<file path="src/rtl/iav_pkg.sv">
`timescale 1ns/1ps
package iav_pkg;
  typedef enum logic [1:0] {
    SRC_NONE     = 2'd0,
    SRC_PRIMARY  = 2'd1,
    SRC_CASCADE  = 2'd2,
    SRC_CASC_SPU = 2'd3
  } iav_src_e;
endpackage

</file>
<file path="src/rtl/iav_chan.sv">
`timescale 1ns/1ps
module iav_chan #(
  parameter int LINES = 8,
  parameter logic [LINES-1:0] CASC_MASK = '0,
  localparam int LW = $clog2(LINES)
) (
  input  logic             clk,
  input  logic             rst_n,
  input  logic [LINES-1:0] req_i,
  input  logic [LINES-1:0] level_i,
  input  logic             casc_set_i,
  input  logic             ack_i,
  input  logic [LW-1:0]    ack_line_i,
  input  logic             aeoi_i,
  input  logic             rot_aeoi_i,
  output logic [LINES-1:0] irr_o,
  output logic [LINES-1:0] isr_o,
  output logic [LW-1:0]    rot_o
);
  logic [LINES-1:0] last_q, irr_d, isr_d, last_d;

  for (genvar i = 0; i < LINES; i++) begin : g_line
    logic hit, rise, lvl;
    assign hit  = ack_i && (ack_line_i == LW'(i));
    assign lvl  = CASC_MASK[i] ? 1'b0 : level_i[i];
    assign rise = CASC_MASK[i] ? casc_set_i : (req_i[i] & ~last_q[i]);
    assign irr_d[i]  = lvl ? req_i[i] : ((irr_o[i] & ~hit) | rise);
    assign isr_d[i]  = isr_o[i] | (hit & ~aeoi_i);
    assign last_d[i] = CASC_MASK[i] ? 1'b0 : req_i[i];
  end

  always_ff @(posedge clk or negedge rst_n) begin
    if (!rst_n) begin
      irr_o  <= '0;
      isr_o  <= '0;
      last_q <= '0;
      rot_o  <= '0;
    end else begin
      irr_o  <= irr_d;
      isr_o  <= isr_d;
      last_q <= last_d;
      if (ack_i && aeoi_i && rot_aeoi_i) rot_o <= ack_line_i + 1'b1;
    end
  end
endmodule

</file>
<file path="src/rtl/iav_vector.sv">
`timescale 1ns/1ps
module iav_vector
  import iav_pkg::*;
#(
  parameter int LINES = 8,
  parameter int VEC_W = 8,
  parameter int CASC_LINE = 2,
  localparam int LW = $clog2(LINES),
  localparam int BW = VEC_W - LW
) (
  input  logic             clk,
  input  logic             rst_n,
  input  logic             ack_i,
  input  logic             mst_valid_i,
  input  logic [LW-1:0]    mst_line_i,
  input  logic             slv_valid_i,
  input  logic [LW-1:0]    slv_line_i,
  input  logic [BW-1:0]    mst_base_i,
  input  logic [BW-1:0]    slv_base_i,
  output logic [VEC_W-1:0] vec_o,
  output logic             vec_valid_o
);
  iav_src_e src;
  logic [VEC_W-1:0] vec_d;

  always_comb begin
    if (!mst_valid_i)                          src = SRC_NONE;
    else if (mst_line_i != LW'(CASC_LINE))     src = SRC_PRIMARY;
    else if (slv_valid_i)                      src = SRC_CASCADE;
    else                                       src = SRC_CASC_SPU;
    unique case (src)
      SRC_PRIMARY:  vec_d = {mst_base_i, mst_line_i};
      SRC_CASCADE:  vec_d = {slv_base_i, slv_line_i};
      SRC_CASC_SPU: vec_d = {slv_base_i, {LW{1'b1}}};
      default:      vec_d = {mst_base_i, {LW{1'b1}}};
    endcase
  end

  always_ff @(posedge clk or negedge rst_n) begin
    if (!rst_n) begin
      vec_o       <= '0;
      vec_valid_o <= 1'b0;
    end else begin
      vec_valid_o <= ack_i;
      if (ack_i) vec_o <= vec_d;
    end
  end
endmodule

</file>
<file path="src/rtl/iav_ack_unit.sv">
`timescale 1ns/1ps
module iav_ack_unit #(
  parameter int LINES = 8,
  parameter int VEC_W = 8,
  parameter int CASC_LINE = 2,
  localparam int LW = $clog2(LINES),
  localparam int BW = VEC_W - LW
) (
  input  logic             clk,
  input  logic             rst_n,
  input  logic [LINES-1:0] mst_req_i,
  input  logic [LINES-1:0] slv_req_i,
  input  logic [LINES-1:0] mst_level_i,
  input  logic [LINES-1:0] slv_level_i,
  input  logic             mst_win_valid_i,
  input  logic [LW-1:0]    mst_win_line_i,
  input  logic             slv_win_valid_i,
  input  logic [LW-1:0]    slv_win_line_i,
  input  logic [BW-1:0]    mst_base_i,
  input  logic [BW-1:0]    slv_base_i,
  input  logic             auto_eoi_i,
  input  logic             rot_aeoi_i,
  input  logic             ack_i,
  output logic [VEC_W-1:0] vec_o,
  output logic             vec_valid_o,
  output logic             int_o,
  output logic [LINES-1:0] mst_irr_o,
  output logic [LINES-1:0] mst_isr_o,
  output logic [LINES-1:0] slv_irr_o,
  output logic [LINES-1:0] slv_isr_o,
  output logic [LW-1:0]    mst_rot_o,
  output logic [LW-1:0]    slv_rot_o
);
  localparam logic [LINES-1:0] MST_CASC = LINES'(1) << CASC_LINE;

  logic mst_ack, slv_ack, casc_set;

  assign mst_ack  = ack_i && mst_win_valid_i;
  assign slv_ack  = mst_ack && (mst_win_line_i == LW'(CASC_LINE)) && slv_win_valid_i;
  // forwarding is held off while an acknowledge commits; resolvers re-evaluate next cycle
  assign casc_set = slv_win_valid_i && !ack_i;

  iav_chan #(.LINES(LINES), .CASC_MASK(MST_CASC)) u_mst (
    .clk(clk), .rst_n(rst_n), .req_i(mst_req_i), .level_i(mst_level_i),
    .casc_set_i(casc_set), .ack_i(mst_ack), .ack_line_i(mst_win_line_i),
    .aeoi_i(auto_eoi_i), .rot_aeoi_i(rot_aeoi_i),
    .irr_o(mst_irr_o), .isr_o(mst_isr_o), .rot_o(mst_rot_o)
  );

  iav_chan #(.LINES(LINES), .CASC_MASK('0)) u_slv (
    .clk(clk), .rst_n(rst_n), .req_i(slv_req_i), .level_i(slv_level_i),
    .casc_set_i(1'b0), .ack_i(slv_ack), .ack_line_i(slv_win_line_i),
    .aeoi_i(auto_eoi_i), .rot_aeoi_i(rot_aeoi_i),
    .irr_o(slv_irr_o), .isr_o(slv_isr_o), .rot_o(slv_rot_o)
  );

  iav_vector #(.LINES(LINES), .VEC_W(VEC_W), .CASC_LINE(CASC_LINE)) u_vec (
    .clk(clk), .rst_n(rst_n), .ack_i(ack_i),
    .mst_valid_i(mst_win_valid_i), .mst_line_i(mst_win_line_i),
    .slv_valid_i(slv_win_valid_i), .slv_line_i(slv_win_line_i),
    .mst_base_i(mst_base_i), .slv_base_i(slv_base_i),
    .vec_o(vec_o), .vec_valid_o(vec_valid_o)
  );

  always_ff @(posedge clk or negedge rst_n) begin
    if (!rst_n) int_o <= 1'b0;
    else        int_o <= mst_win_valid_i && !ack_i;
  end
endmodule

</file>
<file path="config.mk">
export PLATFORM = sky130hd
export DESIGN_NAME = iav_ack_unit
export DESIGN_NICKNAME = d
export VERILOG_FILES = /design/src/rtl/iav_pkg.sv /design/src/rtl/iav_chan.sv /design/src/rtl/iav_vector.sv /design/src/rtl/iav_ack_unit.sv
export SDC_FILE = /design/constraint.sdc
export NUM_CORES = 1
export LEC_CHECK = 0
export CORE_MARGIN = 2
export CORE_UTILIZATION = 39
export CTS_CLUSTER_DIAMETER = 40
export DETAILED_ROUTE_END_ITERATION = 8
export GPL_TIMING_DRIVEN = 1
export PLACE_DENSITY = 0.79
export REMOVE_ABC_BUFFERS = 1
export SLEW_MARGIN = 40
export SYNTH_ARGS = -nofsm -noshare
export SYNTH_HDL_FRONTEND = slang
export SYNTH_SLANG_ARGS = --single-unit
</file>
<file path="constraint.sdc">
create_clock -name clk -period 0.8 [get_ports clk]
set_input_delay 0.16 -clock clk [delete_from_list [all_inputs] [get_ports clk]]
set_output_delay 0.16 -clock clk [all_outputs]
set_load 0.005 [all_outputs]
</file>
## After elaboration in Yosys (flattened, before gate mapping)

Cells that the tools add are included.

| word-level totals | value |
|---|---|
| register bits | 63 |
| input bits | 55 |
| output and inout port bits | 48 |
| word-level logic and storage cells | 188 |

| operators by class | value |
|---|---|
| $add $sub $neg | 2 |
| equality and inequality tests | 18 |
| multiplexer cells | 19 |
| bitwise gates (word level) | 111 |
| reduce and logical (&&, ||, !) cells | 27 |

Operator list:

| cell | count |
|---|---|
| bitwise AND 1 bit | 47 |
| NOT 1 bit | 32 |
| bitwise OR 1 bit | 32 |
| equality test 3 bit, second input constant | 8 |
| logical AND 1 bit | 24 |
| one-hot mux 8 bit (3 select lines) | 1 |
| two-way mux 1 bit | 16 |
| equality test 3 x 2 -> 1 bit, second input constant | 4 |
| adder 3 x 1 -> 3 bit, second input constant | 2 |
| equality test 3 x 1 -> 1 bit, second input constant | 2 |
| logical NOT 3 bit | 2 |
| equality test 2 bit, second input constant | 2 |
| two-way mux 2 bit | 2 |
| inequality test 3 x 2 -> 1 bit, second input constant | 1 |
| equality test 2 x 1 -> 1 bit, second input constant | 1 |
| logical NOT 1 bit | 1 |

## Depth between registers and ports, before layout

| depth | value |
|---|---|
| depth after elaboration | 8 |
| gate-level depth with buffers | 6 |
| depth with buffers taken out | 5 |

## Modules after synthesis

A second synthesis with hierarchy kept.

| second synthesis, totals | value |
|---|---|
| cells, all modules | 212 |
| area total of the unflattened synthesis | 2655.0 µm² |

Modules (own cells, without submodules):

| module | times used | cells an instance | area each (µm²) | seq. area each (µm²) |
|---|---|---|---|---|
| iav_chan at u_slv | 1 | 84 | 1102.3 | 675.6 |
| iav_chan at u_mst | 1 | 81 | 1064.8 | 650.6 |
| iav_vector | 1 | 40 | 421.7 | 225.2 |
| iav_ack_unit | 1 | 7 | 66.3 | 25.0 |

## Worst setup path before layout

OpenSTA, ideal clock, no wires.

| path | value |
|---|---|
| path kind | input -> register |
| start point | in mst_win_line_i[0] |
| end point | reg u_slv.rot_o[1] |
| setup time | 0.125 ns |
| data arrival time | 1.134 ns |
| data required time | 0.675 ns |
| setup slack | -0.460 ns |
| stages | 5 |
| buffers on the path | 0 |
| cell sequence | inv_1 > ha_1 > nand3b_1 > or2_4 > mux2_4 |

| on the way | value |
|---|---|
| word-level cells in the longest chain between the ends | 5 |

RTL lines:

| element | RTL line | RTL |
|---|---|---|
| start, declared | iav_ack_unit.sv:16 | `input logic [LW-1:0] mst_win_line_i,` |
| equality test 3 x 2 -> 1 bit | iav_ack_unit.sv:39 | `assign slv_ack = mst_ack && (mst_win_line_i == LW'(CASC_LINE)) && slv_win_valid_i;` |
| logical AND 1 bit (2 in series) | iav_ack_unit.sv:39 |  |
| logical AND 1 bit (2 in series) | iav_chan.sv:42 | `if (ack_i && aeoi_i && rot_aeoi_i) rot_o <= ack_line_i + 1'b1;` |
| end signal, assigned | iav_chan.sv:42 |  |
| end, declared | iav_chan.sv:18 | `output logic [LW-1:0] rot_o` |

Every way passes these cells.
A chain may end at the register's enable or synchronous reset.

## Worst setup path in the final report

| path | value |
|---|---|
| start point | reg u_slv.isr_o[2] |
| end point | out slv_isr_o[2] |

RTL lines:

| element | RTL line | RTL |
|---|---|---|
| start, declared | iav_chan.sv:17 | `output logic [LINES-1:0] isr_o,` |
| start signal, assigned | iav_chan.sv:40 | `isr_o <= isr_d;` |
| end, declared | iav_ack_unit.sv:30 | `output logic [LINES-1:0] slv_isr_o,` |

No word-level cell between the ends.

==> qor.yml <==
floorplanning:
  die_h_um: 86.1
  die_w_um: 86.1
  ios: 103
  fp.coreArea_um2: 6420
  rows: 29
  die_area_um2: 7410
  start_util_pct: 40.9
setup_path:
  cp_max_fo: 2
  crit_arrival_ps: 890
  crit_chain: "buf_2"
  critPathKind: "reg -> out"
  max_stage_delay_ps: 410
  crit_required_ps: 640
  slowest_stage: "dfrtp_1"
  cp-start-kind: "flop"
  worstSetupStartpoint: "u_slv.isr_o[2]"
  r2r_start: "u_slv.isr_o[6]"
  end_kind: "primary output"
  crit_family: "flip-flops"
  cp_num_buf_inv: 1
global_route:
  antenna_found_initial: 0
  grt_pass1_vias: 2540
  grt_overflow_total: 0
  grt_start_max_net_pins: 35
  grt_usage_pct: 21.3
  grt_pass1_wl_um: 12100
power_and_ir_drop:
  peakVddDrop_mv: 1.22
  fin_total_pwr_uw: 8140
  power_density_nw_per_um2: 1760
  p_leak_uw: 0.00233
timing:
  setup_tns_ps: -12800
  fin_worst_skew_ps: 5.67
  slew_violations: 0
  post-route-period-util_pct: 132
  min_period_ps: 1050
  rsz0062_at_grt: "true"
  fmax_ghz: 0.948
  max_slew_margin_pct: 79.6
  hold_violations: 0
  fin_ws_ps: -255
  tightest_slew_ps: 306
  worst_hold_slack_ps: 153
  setup_viol: 79
synthesis:
  postSynthAreaPerCell_um2: 11.4
  synth_area_um2: 2630
  netlist_top_cells_area: "dfrtp_1 (60%), ha_1 (5.7%), o21ai_0 (4.6%)"
  synthDominantCellAreaShare_pct: 60.0
  ys_ff_latch: 63
  ys_warn_count: 0
  synth_cell_types: 29
  synth_ff_type: "dfrtp_1"
  postSynth.asyncResetShare_pct: 100
  synth-seq-area-share_pct: 60.0
  syn_inst: 230
  synth_common_cells: "dfrtp_1 (63), inv_1 (25), o21ai_0 (24)"
  synth_edf_count: 0
  synth_area_leader_cell: "dfrtp_1"
  synth.most_common_cell: "dfrtp_1"
placement:
  gp_congestion: 0.777
  io_buffers: 100
  hpwlAfterDp_um: 4870
clock_tree:
  h-tree-depth: 3
  cts_buffers: 9
  cts_tree: "built"
  cts_root_buffer: "clkbuf_8"
  clk_pin_slew_worst_paths_ps: 70
  clockBufferDepth: 2
  clkLatencyLatePin_ps: 340
  cts.sinks: 63
drt:
  wirelength_um: 8440
  drt_iter0_drc: 223
  vias: 2467
  remaining_drc_errors: 0
  drtPass1Iterations: 4
  wl_per_cell_um: 17.0
  routed_via_density: 4.97
  postRouteAntennaNets: 0
run_status:
  failed_checks: "negative setup slack"
  outcome: "finished, violations left"
layout:
  fin_util_pct: 71.8
  syn2layout_area_growth_pct: 75.5
  fin_nets: 481
  multi_input_area_um2: 1210
  drive_above_1_share_pct: 46.1
  antennaDiodeCount: 0
  fillers: 429
  register_area_um2: 1580
job:
  cap_viol_max_count: 0
hold_path:
  holdCritStartpoint: "mst_win_line_i[0]"
  hp-class: "in -> reg"
-- layer usage --
metal / GRT usage [%] / up-vias / wire length [µm]
li1: - / 1155 / -
met3: 6.54 / 17 / 499
met4: 11.3 / 0 / 210
met1: 25.5 / 1210 / 3410
met2: 34.5 / 85 / 4320
met5: 0 / - / 0
-- cells by family (layout without fill, tap and decap cells) --
family          after synthesis  count (layout)  synth area share (%)
compound gates               55              55                  13.7
flops                        63              63                  60.0
buf+inv                      31             220                  4.76
mux                           9               9                  3.66
fa+ha+maj                    12              12                  5.71
simple gates                 60              60                  12.2
-- worst reg2reg max path: stages (launching register included) --
cell     delay [ps]
dfrtp_1         380
buf_4           140
buf_6           100
a31o_4          200
-- power breakdown --
| part | switching (µW) | leakage [µW] | internal, µW |
|---|---|---|---|
| clock network | 1200 | 0.000105 | 1450 |
| logic | 771 | 0.00148 | 1070 |
| registers | 160 | 0.000745 | 3490 |
| total | 2130 | 0.00233 | 6010 |
-- final timing paths --
kind / end / cells past startpoint / slack, ps
worst max-delay path: slv_isr_o[2] / 1 / -250
worst min-delay path: u_mst.rot_o[0] / 3 / 150
worst max register to register: u_slv.isr_o[6] / 3 / -130
worst min register to register: u_mst.isr_o[4] / 1 / 490
max in group asynchronous: u_mst.last_q[4] / 3 / 170
min in group asynchronous: u_slv.last_q[6] / 2 / 200
-- flip-flops by register name (all words and copies together) (netlist names) --
| register | count |
|---|---|
| u_mst.irr_o | 8 |
| u_mst.isr_o | 8 |
| u_slv.irr_o | 8 |
| u_slv.isr_o | 8 |
| u_slv.last_q | 8 |
| u_vec.vec_o | 8 |
| u_mst.last_q | 7 |
| u_mst.rot_o | 3 |
| u_slv.rot_o | 3 |
| int_o | 1 |
| u_vec.vec_valid_o | 1 |
-- layout by cell type, fill, tap and decap left out, types with 5 or more instances in the layout --
cell type	instances
dfrtp_1	63
buf_4	58
buf_2	54
clkdlybuf4s50_1	40
nand2_1	21
inv_1	19
buf_6	17
a21o_1	13
clkbuf_8	13
o21ai_0	11
o21ai_1	7
mux2i_1	7
nor2_1	6
a21oi_1	6
ha_4	6
nor2b_1	5
a32o_1	5
o21ai_2	5
-- final cells by class --
type                       instances  area share [%]
clock buffer                      13            3.88
clock inverter                     3           0.325
tap                               77            2.09
sequential                        63            34.2
inverter                          25            2.20
timing repair buffer             179            31.0
multi-input combinational        136            26.3
-- through the flow --
| step | cell area, µm² | setup slack (ps) | std cells |
|---|---|---|---|
| 3_3_place_gp | 4060 | -941 | 445 |
| 4_1_cts | 4390 | -251 | 483 |
| 6_report | 4610 | -255 | 496 |
| 2_1_floorplan | 2600 | -641 | 224 |
| 3_5_place_dp | 4060 | -1040 | 445 |
| 5_1_grt | 4610 | -283 | 496 |
-- what timing repair did --
item,4_1_cts,5_1_grt
hold endpoints to repair,63,0
cloned,2,0
resized for setup,292,31
pin swaps,26,6
buffers inserted,21,15
setup endpoints to repair,94,89
hold buffers,1,0
(Power assumes the default switching activity.)
